===== src/rtl/txclk_pkg.sv =====
package txclk_pkg;
  localparam int unsigned DIV_W  = 12;
  localparam int unsigned SYNC_N = 2;

  typedef enum logic [1:0] {
    SRC_RX   = 2'd0,
    SRC_DIV  = 2'd1,
    SRC_EXT  = 2'd2,
    SRC_NONE = 2'd3
  } src_e;
endpackage


===== src/rtl/txclk_divider.sv =====
module txclk_divider #(
  parameter int unsigned W = 12
) (
  input  logic         clk,
  input  logic         rst_n,
  input  logic [W-1:0] div_set,
  output logic         div_clk,
  output logic [W-1:0] cnt_o,
  output logic [W-1:0] act_o
);
  localparam logic [W-1:0] ONE = W'(1);

  logic [W-1:0] cnt_q, act_q;
  logic         clk_q;
  logic         at_edge;

  // last count of the current half period
  assign at_edge = (cnt_q == act_q - ONE);

  always_ff @(posedge clk) begin
    if (!rst_n) begin
      cnt_q <= '0;
      act_q <= '0;
      clk_q <= 1'b0;
    end else if (act_q == '0) begin
      // idle: hold low, pick up a setting whenever one appears
      cnt_q <= '0;
      clk_q <= 1'b0;
      act_q <= div_set;
    end else if (at_edge) begin
      cnt_q <= '0;
      act_q <= div_set;
      clk_q <= (div_set == '0) ? 1'b0 : ~clk_q;
    end else begin
      cnt_q <= cnt_q + ONE;
    end
  end

  assign div_clk = clk_q;
  assign cnt_o   = cnt_q;
  assign act_o   = act_q;
endmodule


===== src/rtl/txclk_sync.sv =====
module txclk_sync #(
  parameter int unsigned STAGES = 2
) (
  input  logic clk,
  input  logic rst_n,
  input  logic d,
  output logic q
);
  logic [STAGES-1:0] chain;

  generate
    for (genvar i = 0; i < STAGES; i++) begin : g_stage
      if (i == 0) begin : g_first
        always_ff @(posedge clk) chain[i] <= rst_n ? d : 1'b0;
      end else begin : g_next
        always_ff @(posedge clk) chain[i] <= rst_n ? chain[i-1] : 1'b0;
      end
    end
  endgenerate

  assign q = chain[STAGES-1];
endmodule


===== src/rtl/txclk_select.sv =====
module txclk_select
  import txclk_pkg::*;
(
  input  logic       clk,
  input  logic       rst_n,
  input  logic [1:0] src_sel,
  input  logic       inv_en,
  input  logic       rx_lvl,
  input  logic       div_lvl,
  input  logic       ext_lvl,
  output logic       tx_clk
);
  logic pick;
  logic tx_q;

  always_comb begin
    unique case (src_e'(src_sel))
      SRC_RX:   pick = rx_lvl;
      SRC_DIV:  pick = div_lvl;
      SRC_EXT:  pick = ext_lvl;
      default:  pick = 1'b0;
    endcase
  end

  // registered output: one clean edge per master cycle at most
  always_ff @(posedge clk) begin
    if (!rst_n) tx_q <= 1'b0;
    else        tx_q <= pick ^ inv_en;
  end

  assign tx_clk = tx_q;
endmodule


===== src/rtl/txclk_gen.sv =====
module txclk_gen
  import txclk_pkg::*;
(
  input  logic             clk,
  input  logic             rst_n,
  input  logic [DIV_W-1:0] div_set,
  input  logic [1:0]       src_sel,
  input  logic             inv_en,
  input  logic             rx_clk_in,
  input  logic             ext_clk_in,
  output logic             div_clk_o,
  output logic             tx_clk_o
);
  logic [DIV_W-1:0] div_cnt, div_act;
  logic             ext_sync;

  txclk_divider #(.W(DIV_W)) u_div (
    .clk     (clk),
    .rst_n   (rst_n),
    .div_set (div_set),
    .div_clk (div_clk_o),
    .cnt_o   (div_cnt),
    .act_o   (div_act)
  );

  txclk_sync #(.STAGES(SYNC_N)) u_sync (
    .clk   (clk),
    .rst_n (rst_n),
    .d     (ext_clk_in),
    .q     (ext_sync)
  );

  txclk_select u_sel (
    .clk     (clk),
    .rst_n   (rst_n),
    .src_sel (src_sel),
    .inv_en  (inv_en),
    .rx_lvl  (rx_clk_in),
    .div_lvl (div_clk_o),
    .ext_lvl (ext_sync),
    .tx_clk  (tx_clk_o)
  );
endmodule


===== config.mk =====
export PLATFORM = sky130hd
export DESIGN_NAME = txclk_gen
export DESIGN_NICKNAME = d
export VERILOG_FILES = /design/src/rtl/txclk_pkg.sv /design/src/rtl/txclk_divider.sv /design/src/rtl/txclk_sync.sv /design/src/rtl/txclk_select.sv /design/src/rtl/txclk_gen.sv
export SDC_FILE = /design/constraint.sdc
export NUM_CORES = 1
export LEC_CHECK = 0
export CORE_ASPECT_RATIO = 1.1
export CORE_MARGIN = 2
export CORE_UTILIZATION = 25
export DETAILED_ROUTE_END_ITERATION = 16
export DONT_BUFFER_PORTS = 1
export PLACE_DENSITY_LB_ADDON = 0.15
export SLEW_MARGIN = 15
export SYNTH_ARGS = -nofsm -noshare
export SYNTH_HDL_FRONTEND = slang
export SYNTH_SLANG_ARGS = --single-unit
export TNS_END_PERCENT = 20

===== constraint.sdc =====
create_clock -name clk -period 7.6 [get_ports clk]
set_clock_uncertainty 0.05 [all_clocks]
set_input_delay 1.52 -clock clk [delete_from_list [all_inputs] [get_ports clk]]
set_output_delay 1.52 -clock clk [all_outputs]
set_load 0.01 [all_outputs]

==> results of run 1 <==
-- power by group --
group	switching, mW	internal, mW	total (mW)
combinational	0.201	0.193	0.394
clock	0.0490	0.0465	0.0955
sequential	0.0492	0.181	0.230
total	0.299	0.420	0.720
-- registers in the layout, summed over array words and instances, names as in the netlist --
signal,flops
u_sel.tx_clk,1
u_sync.q,1
u_div.div_clk,1
u_div.cnt_o,12
u_div.act_o,12
u_sync.chain,1
-- layout make-up --
cell class	count	area (um^2)
Fill cell	676	4419
Tap cell	80	100.1
Clock buffer	4	55.05
Timing Repair Buffer	1	7.507
Multi-Input combinational cell	140	919.6
Inverter	5	18.77
Sequential cell	28	560.5
-- worst register-to-register path, stage by stage, from the launching register on --
cell and delay (ns):
dfxtp_1 0.43, inv_1 0.07, ha_1 0.30, o21ba_2 0.23
a221o_1 0.34, a222oi_1 0.29, nand2_1 0.13, o32a_4 0.48
mux2i_1 0.15
-- cells in the final DEF (no fill, tap or decap), drive strengths merged --
cell type  Yosys  final
nand2         30     30
dfxtp         28     28
nor2          20     20
xnor2         16     16
mux2i         13     13
xor2          10     10
nand3          8      8
nand4          6      6
inv            5      5
nor3           5      5
nor4           5      5
clkbuf         7      4
and2           3      3
nand3b         2      2
a21o           2      2
o21ai          2      2
ha             2      2
nor3b          1      1
a21oi          1      1
o2111ai        1      1
o31a           1      1
o21ba          1      1
a221o          1      1
a222oi         1      1
a211oi         1      1
a41o           1      1
or2            1      1
o32a           1      1
o21a           1      1
o22ai          1      1
and3           1      1
or4            1      1
a21boi         1      1
buf            3      1
-- logic make-up (layout without fill, tap and decap cells) --
group | count (synthesis) | in the layout | synth area share
AO/OA/AOI/OAI | 16 | 16 | 0.08981
XOR/XNOR | 26 | 26 | 0.1472
adder cells (fa/ha/maj) | 2 | 2 | 0.01618
buffers and inverters | 15 | 10 | 0.04288
flip-flops | 28 | 28 | 0.3625
multiplexers | 13 | 13 | 0.08414
AND/OR/NAND/NOR | 83 | 83 | 0.2573
-- metal layers --
metal  part of all wire  track usage  up-vias
met5                  0            0        -
met2               0.43       0.1649       25
li1                   -            -      620
met4              0.015      0.04232        0
met1               0.50       0.1445      505
met3              0.055      0.02604        4
-- stage by stage --
stage	power, mW	cells
5_1_grt	0.7801	258
4_1_cts	0.7294	258
6_report	0.7198	258
3_5_place_dp	0.6302	254
2_1_floorplan	0.5701	183
3_3_place_gp	0.6350	254
-- worst paths after layout --
kind                                from                            to  depth (start not counted)
min           u_sync.chain[0]$_SDFF_PN0_           u_sync.q$_SDFF_PN0_                          1
max reg2reg  u_div.act_o[0]$_SDFFE_PN0P_  u_div.act_o[11]$_SDFFE_PN0P_                          8
min reg2reg   u_sync.chain[0]$_SDFF_PN0_           u_sync.q$_SDFF_PN0_                          1
max          u_div.act_o[0]$_SDFFE_PN0P_  u_div.act_o[11]$_SDFFE_PN0P_                          8
==> run summary, run 1 <==
Grt ovf -> 0
Via density -> 4.473
CTS sink cnt -> 28
I/O pin count -> 21
TritonCTS clock tree -> done
Reg2reg setup slack -> 5.03 ns
Post-Syn Area per Cell -> 8.451 um^2
Cts repair resizes -> 0
CTS Root Buffer Type -> clkbuf_8
Initial antenna violation count -> 0
Top cells by area, synth -> dfxtp_1 (36%), xnor2_1 (9.1%), mux2i_1 (8.4%)
Largest net degree at the start of global routing -> 29
Die Height -> 86.49 um
Fin. max-slew vios -> 0
Register bit total from synthesis -> 28
Crit-path cells -> inv_1 -> ha_1 -> o21ba_2 -> a221o_1 -> a222oi_1 -> nand2_1 -> o32a_4 -> mux2i_1
Final wirelength -> 3380 um
Sequential share of the synthesized area -> 0.3625
Antenna fix cells -> 0
Mapped Nets -> 204
First-pass GRT wire length -> 5658 um
FMAX -> 389.3 MHz
Post-synth EDFFs -> 0
Crit share post-route -> 0.3380
Initial Utilization -> 0.2543
Tightest Pin Transition -> 0.4868 ns
P&R area growth vs syn -> 7.443%
Worst path bufs/invs -> 1
Post-CTS repair timing setup buffer count -> 0
Status -> completed
Post-route ant nets -> 0
Die width -> 78.99 um
Maximum VDD drop -> 0.0001476 V
Share of flip-flops with an asynchronous set or reset -> 0
Vias -> 1154
Final hold slack -> 0.4047 ns
Static leakage -> 0.6278 nW
Synth Instances -> 183
Pre-CTS setup slack -> 5.025 ns
Die area -> 6832 um^2
Core area -> 6081 um^2
PwrDens -> 433.2 nW/um^2
TritonCTS Buffers -> 3
Final #Nets -> 200
Critical Path End Type -> register
Post-CTS Hold Buffers -> 0
Drt drc -> 0
Yosys cell types -> 36
Total negative slack -> 0 ns
CTS clk-pin slew, worst paths -> 0.10 ns
Most frequent cell after synthesis -> nand2_1
Crit path arrival time -> 2.69 ns
Pre-antenna DRT Iters -> 4
CP Max Fanout -> 12
Kind of critical path -> reg -> reg
CP peak stage delay -> 0.48 ns
Routability congestion estimate -> 0.6879
Final setup margin -> 5.031 ns
Wire per inst -> 13.10 um
Post-synth top area share -> 0.3625
CP Launch Type -> register
Crit-path slowest cell -> o32a_4
Count of input and output buffers -> 0
Max-cap violations -> 0
DR iter-0 viols -> 57
Fin crit period -> 2.569 ns
Ratio of cells with drive above 1 in the final layout -> 0.05056
Leading area contributor after synthesis -> dfxtp_1
H-tree Lvls -> 1
Clock buffer depth -> 2
DP Area -> 1607 um^2
Setup violators final -> 0
Post-synth top cells -> nand2_1 (30), dfxtp_1 (28), nor2_1 (20)
Synth Flop Type -> dfxtp_1
GRT Util Overall -> 0.1071
RSZ-0062 raised after global routing -> no
Final hold violation count -> 0
Util after Layout -> 0.2733
CP delay by family, top -> compound AO/OA/AOI/OAI gates
HPWL after detailed placement -> 2593 um
Post-route cell area -> 1662 um^2
Syn. warnings -> 0
Post-synthesis cell area -> 1546 um^2
Slew headroom -> 0.6731
Vias in the first global route -> 1140
# rows -> 30
Clk_lat worst skew -> 0.28 ns
WP data required -> 7.72 ns
Hold Path Class -> reg -> reg
(Power assumes the default switching activity.)
==> run 2, diff against run 1 <==
==> constraint.sdc (replaced) <==
create_clock -name clk -period 2.4 [get_ports clk]
set_clock_uncertainty 0.05 [all_clocks]
set_input_delay 0.48 -clock clk [delete_from_list [all_inputs] [get_ports clk]]
set_output_delay 0.48 -clock clk [all_outputs]
set_load 0.01 [all_outputs]
==> run 2 against run 1 <==
  * First-iteration DRC count is 5.3% lower
  * Fmax is 13% higher
  * Power grew to 3.5 times the previous value
  * Sequential power grew to 3.1 times the previous value
  * Critical path depth is 1 higher
  * Count of clock-buffer cells in the layout stayed put
  * Hold slack worse by 0.13 ns
  * Cell area is 6.9% higher
  * Highest routed layer unchanged
==> run summary, run 2 (synthesis gave the netlist of run 1 again) <==
Static leakage -> 0.6921 nW
Fin. max-slew vios -> 0
Post-route ant nets -> 0
Status -> completed
Die area -> 6832 um^2
FMAX -> 441.1 MHz
Reg2reg start -> u_div.act_o[1]$_SDFFE_PN0P_
Critical Path End Type -> register
Tightest Pin Transition -> 0.3759 ns
Grt ovf -> 0
Largest net degree at the start of global routing -> 29
Vias -> 1222
Pre-antenna DRT Iters -> 4
Clock buffer depth -> 2
Clk_lat worst skew -> 0.27 ns
P&R area growth vs syn -> 14.89%
Ratio of cells with drive above 1 in the final layout -> 0.1421
First-pass GRT wire length -> 5761 um
Reg2reg setup slack -> 0.13 ns
Final setup margin -> 0.1329 ns
Core area -> 6081 um^2
CTS clk-pin slew, worst paths -> 0.09 ns
CTS Root Buffer Type -> clkbuf_8
DR iter-0 viols -> 54
Crit Reg-Reg Endpoint -> u_div.act_o[2]$_SDFFE_PN0P_
Fin crit period -> 2.267 ns
Pre-CTS setup slack -> 0.02535 ns
TritonCTS Buffers -> 3
Final hold violation count -> 0
Count of input and output buffers -> 0
Hold wc startpoint -> rst_n
I/O pin count -> 21
Final hold slack -> 0.2732 ns
WHS Endpoint -> u_sync.chain[0]$_SDFF_PN0_
# rows -> 30
Crit share post-route -> 0.9446
HPWL after detailed placement -> 2583 um
Placed Cells incl. Taps -> 263
Via density -> 4.526
Drt drc -> 0
Final wirelength -> 3391 um
Die Height -> 86.49 um
TritonCTS clock tree -> done
Initial antenna violation count -> 0
Max-cap violations -> 0
Die width -> 78.99 um
PwrDens -> 1399 nW/um^2
Most frequent cells in the layout -> nand2_1 (30), dfxtp_1 (25), nor2_1 (20), xnor2_1 (16), mux2i_1 (13)
CP Launch Type -> register
WP data required -> 2.51 ns
Crit path arrival time -> 2.38 ns
Fill count -> 659
H-tree Lvls -> 1
Initial Utilization -> 0.2543
Final #Nets -> 212
Wire per inst -> 12.56 um
Hold Path Depth -> 1
CTS sink cnt -> 28
Commonest non-fill, non-tap cell in the layout -> nand2_1
Slew headroom -> 0.7471
Setup violators final -> 0
Hold Path Class -> in -> reg
CP Max Fanout -> 12
Antenna fix cells -> 0
Maximum VDD drop -> 0.0005476 V
Total negative slack -> 0 ns
Routability congestion estimate -> 0.7499
Kind of critical path -> reg -> reg
GRT Util Overall -> 0.1082
RSZ-0062 raised after global routing -> no
Cell count of the worst reg-to-reg path -> 9
Vias in the first global route -> 1179
Post-Layout Cell Count -> 270
==> run 2: cell types whose count changed in the layout (fill, tap and decap cells not counted) <==
cell	previous run	this run
buf_4	1	12
buf_6	0	1
dfxtp_1	28	25
dfxtp_2	0	3
ha_1	2	1
ha_4	0	1
inv_1	5	4
inv_2	0	1
nand3_1	8	7
nand3_2	0	1
==> run 2: worst max-delay path by stage <==
stage	slack (ns)	to	start	cells after the start
CTS	0.0002	u_div.div_clk$_SDFFE_PP0N_	u_div.act_o[0]$_SDFFE_PN0P_	9
floorplan	0.005	u_div.act_o[0]$_SDFFE_PN0P_	u_div.act_o[0]$_SDFFE_PN0P_	10
finish	0.13	u_div.act_o[2]$_SDFFE_PN0P_	u_div.act_o[1]$_SDFFE_PN0P_	9
global route	0.002	u_div.div_clk$_SDFFE_PP0N_	u_div.act_o[1]$_SDFFE_PN0P_	9
global placement	0.04	u_div.div_clk$_SDFFE_PP0N_	u_div.act_o[1]$_SDFFE_PN0P_	8
detailed placement	0.03	u_div.div_clk$_SDFFE_PP0N_	u_div.act_o[0]$_SDFFE_PN0P_	9
==> run 2: report_power, final <==
| group | internal [mW] | switching (mW) | total (mW) | leakage, nW |
|---|---|---|---|---|
| combinational | 0.777 | 0.695 | 1.47 | 0.434 |
| clock | 0.147 | 0.149 | 0.296 | 0.0288 |
| sequential | 0.578 | 0.140 | 0.718 | 0.230 |
==> run 2: critical path, stage by stage (launching register included) <==
cell,delay [ns]
dfxtp_2,0.33
inv_1,0.06
ha_4,0.16
buf_4,0.13
xnor2_1,0.11
a221o_1,0.30
a222oi_1,0.30
nand2_1,0.11
o32a_4,0.44
mux2i_1,0.15
==> run 2: layout make-up <==
class	instances	area, um^2	area share
Tap cell	80	100.1	0.05634
Sequential cell	28	564.3	0.3176
Inverter	5	18.77	0.01056
Multi-Input combinational cell	140	937.1	0.5275
Clock buffer	4	55.05	0.03099
Timing Repair Buffer	13	101.3	0.05704
==> run 2: through the flow <==
stage | instance area (um^2) | power (mW) | util
5_1_grt | 1777 | 2.686 | 0.2922
2_1_floorplan | 1555 | 1.840 | -
3_3_place_gp | 1675 | 2.121 | 0.2755
4_1_cts | 1730 | 2.413 | 0.2846
3_5_place_dp | 1675 | 2.109 | 0.2755
6_report | 1777 | 2.486 | 0.2922
==> run 2: what timing repair did <==
item / in CTS / in global routing
endpoints found under the hold margin: 0 / 0
setup buffers: 0 / 3
setup endpoints to repair: 0 / 25
hold buffers: 0 / 0
gates resized for setup: 0 / 7
==> run 2: per-layer routing <==
layer  share of wire  global-route usage  vias up
met3           0.048             0.02813        2
met1            0.51              0.1433      550
li1                -                   -      640
met4          0.0083             0.02821        0
met2            0.43              0.1757       30
met5               0                   0        -
==> run 3, diff against run 2 <==
==> constraint.sdc (replaced) <==
create_clock -name clk -period 2.19 [get_ports clk]
set_clock_uncertainty 0.05 [all_clocks]
set_input_delay 0.438 -clock clk [delete_from_list [all_inputs] [get_ports clk]]
set_output_delay 0.438 -clock clk [all_outputs]
set_load 0.01 [all_outputs]
==> run 3 against run 2 <==
  * The flow now finishes with violations (negative setup slack)
  * Final cell count fell by 0.37%
  * Combinational power rose by 9%
  * Flip-flop and latch count did not move
  * Clock power barely moved
  * Power rose by 7.9%
  * Die area did not move
  * Critical endpoint is now u_div.act_o[6]$_SDFFE_PN0P_
  * Largest cell class unchanged
==> run summary, run 3 (synthesis gave the netlist of run 1 again) <==
Met3 Use GR -> 0.02708
Grt ovf -> 0
Fin. max-slew vios -> 0
Largest net degree at the start of global routing -> 29
Most frequent cells in the layout -> nand2_1 (30), dfxtp_1 (26), nor2_1 (20), xnor2_1 (16), mux2i_1 (13)
Fin crit period -> 2.235 ns
Final setup margin -> -0.04513 ns
P&R area growth vs syn -> 13.92%
Internal power -> 1.611 mW
TritonCTS Buffers -> 3
NetSw -> 1.071 mW
Max-cap violations -> 0
Critical Path End Type -> register
Total negative slack -> -0.5154 ns
Hold Path Class -> in -> reg
Die Height -> 86.49 um
Final #Nets -> 211
Crit share post-route -> 1.021
Grt met2 use -> 0.1995
CTS Root Buffer Type -> clkbuf_8
Die width -> 78.99 um
Failing checks -> negative setup slack
Crit path arrival time -> 2.35 ns
Crit-path slowest cell -> o32a_4
Core area -> 6081 um^2
# rows -> 30
Fill count -> 653
H-tree Lvls -> 1
CP Max Fanout -> 12
DR iter-0 viols -> 44
WP data required -> 2.31 ns
Kind of critical path -> reg -> reg
Antenna fix cells -> 0
Routability congestion estimate -> 0.8423
GRT Util Overall -> 0.1111
Tightest Pin Transition -> 0.4208 ns
GR Util met1 -> 0.1252
Count of input and output buffers -> 0
CP peak stage delay -> 0.43 ns
Crit-path cells -> inv_2 -> ha_4 -> o21ba_4 -> a221o_1 -> a222oi_1 -> nand2_1 -> o32a_4 -> mux2i_1
Ratio of cells with drive above 1 in the final layout -> 0.1270
Maximum VDD drop -> 0.0005664 V
Layer carrying the most global-route usage -> met2
Sw frac -> 0.3993
Final wirelength -> 3374 um
RSZ-0062 raised after global routing -> yes
Clock buffer depth -> 2
Drt drc -> 0
Setup violators final -> 13
HPWL after detailed placement -> 2689 um
CTS sink cnt -> 28
First-pass GRT wire length -> 6065 um
TritonCTS clock tree -> done
Flop pwr share -> 0.293
Pre-CTS setup slack -> -0.1329 ns
Initial antenna violation count -> 0
Post-route ant nets -> 0
Commonest non-fill, non-tap cell in the layout -> nand2_1
I/O pin count -> 21
CP Launch Type -> register
Final hold violation count -> 0
FMAX -> 447.4 MHz
Via density -> 4.617
Logic pwr share -> 0.598
Vias in the first global route -> 1384
Pre-antenna DRT Iters -> 4
Status -> finished, violations left
Vias -> 1242
Static leakage -> 0.6870 nW
Die area -> 6832 um^2
Slew headroom -> 0.7173
Clk_lat worst skew -> 0.28 ns
CTS clk-pin slew, worst paths -> 0.10 ns
Total power -> 2.682 mW
Initial Utilization -> 0.2543
PwrDens -> 1523 nW/um^2
Final hold slack -> 0.2292 ns
Post-CTS Hold Buffers -> 0
Wire per inst -> 12.54 um
Clock power share -> 0.109
==> run 3: final timing paths <==
kind | cells past startpoint | end | slack [ns] | startpoint
min | 2 | u_div.act_o[5]$_SDFFE_PN0P_ | 0.23 | div_set[5]
max | 8 | u_div.act_o[6]$_SDFFE_PN0P_ | -0.05 | u_div.act_o[0]$_SDFFE_PN0P_
max reg2reg | 8 | u_div.act_o[6]$_SDFFE_PN0P_ | -0.05 | u_div.act_o[0]$_SDFFE_PN0P_
min reg2reg | 1 | u_sync.q$_SDFF_PN0_ | 0.40 | u_sync.chain[0]$_SDFF_PN0_
==> run 3: power by group through the flow <==
stage | clock, mW | combinational (mW) | sequential (mW)
after CTS | 0.307 | 1.61 | 0.789
after detailed placement | 0 | 1.59 | 0.801
final | 0.293 | 1.60 | 0.785
after global placement | 0 | 1.57 | 0.798
after global routing | 0.322 | 1.78 | 0.806
after floorplan | 0 | 1.30 | 0.773
==> run 3: cell type report <==
| type | instances | area [um^2] | area share |
|---|---|---|---|
| Clock buffer | 4 | 45.04 | 0.02557 |
| Inverter | 5 | 18.77 | 0.01065 |
| Multi-Input combinational cell | 140 | 938.4 | 0.5327 |
| Sequential cell | 28 | 565.5 | 0.3210 |
| Tap cell | 80 | 100.1 | 0.05682 |
| Timing Repair Buffer | 12 | 93.84 | 0.05327 |
==> run 3: per-stage QoR <==
step	util	instances	area (um^2)
CTS	0.2891	269	1758
finish	0.2897	269	1762
global placement	0.2817	265	1713
global route	0.2897	269	1762
detailed placement	0.2817	265	1713
floorplan	-	183	1584
==> run 3: layer usage <==
layer,up-vias,share of wire
met2,41,0.49
met1,558,0.42
met4,0,0.024
met5,-,0
met3,7,0.061
li1,636,-
==> run 3: worst max-delay path, delay by kind of cell (launching register included) <==
kind,cells,cell delay (ns)
DFF,1,0.36
buffers and inverters,1,0.04
muxes,1,0.15
and+or+nand+nor,1,0.13
adders and majority gates,1,0.16
AOI/OAI and AO/OA,4,1.22
==> run 3: what timing repair did <==
item / 4_1_cts / 5_1_grt
endpoints found under the setup margin: 25 / 25
gates resized for setup: 1 / 1
setup buffers: 0 / 0
pin swaps: 4 / 0
cloned: 0 / 0
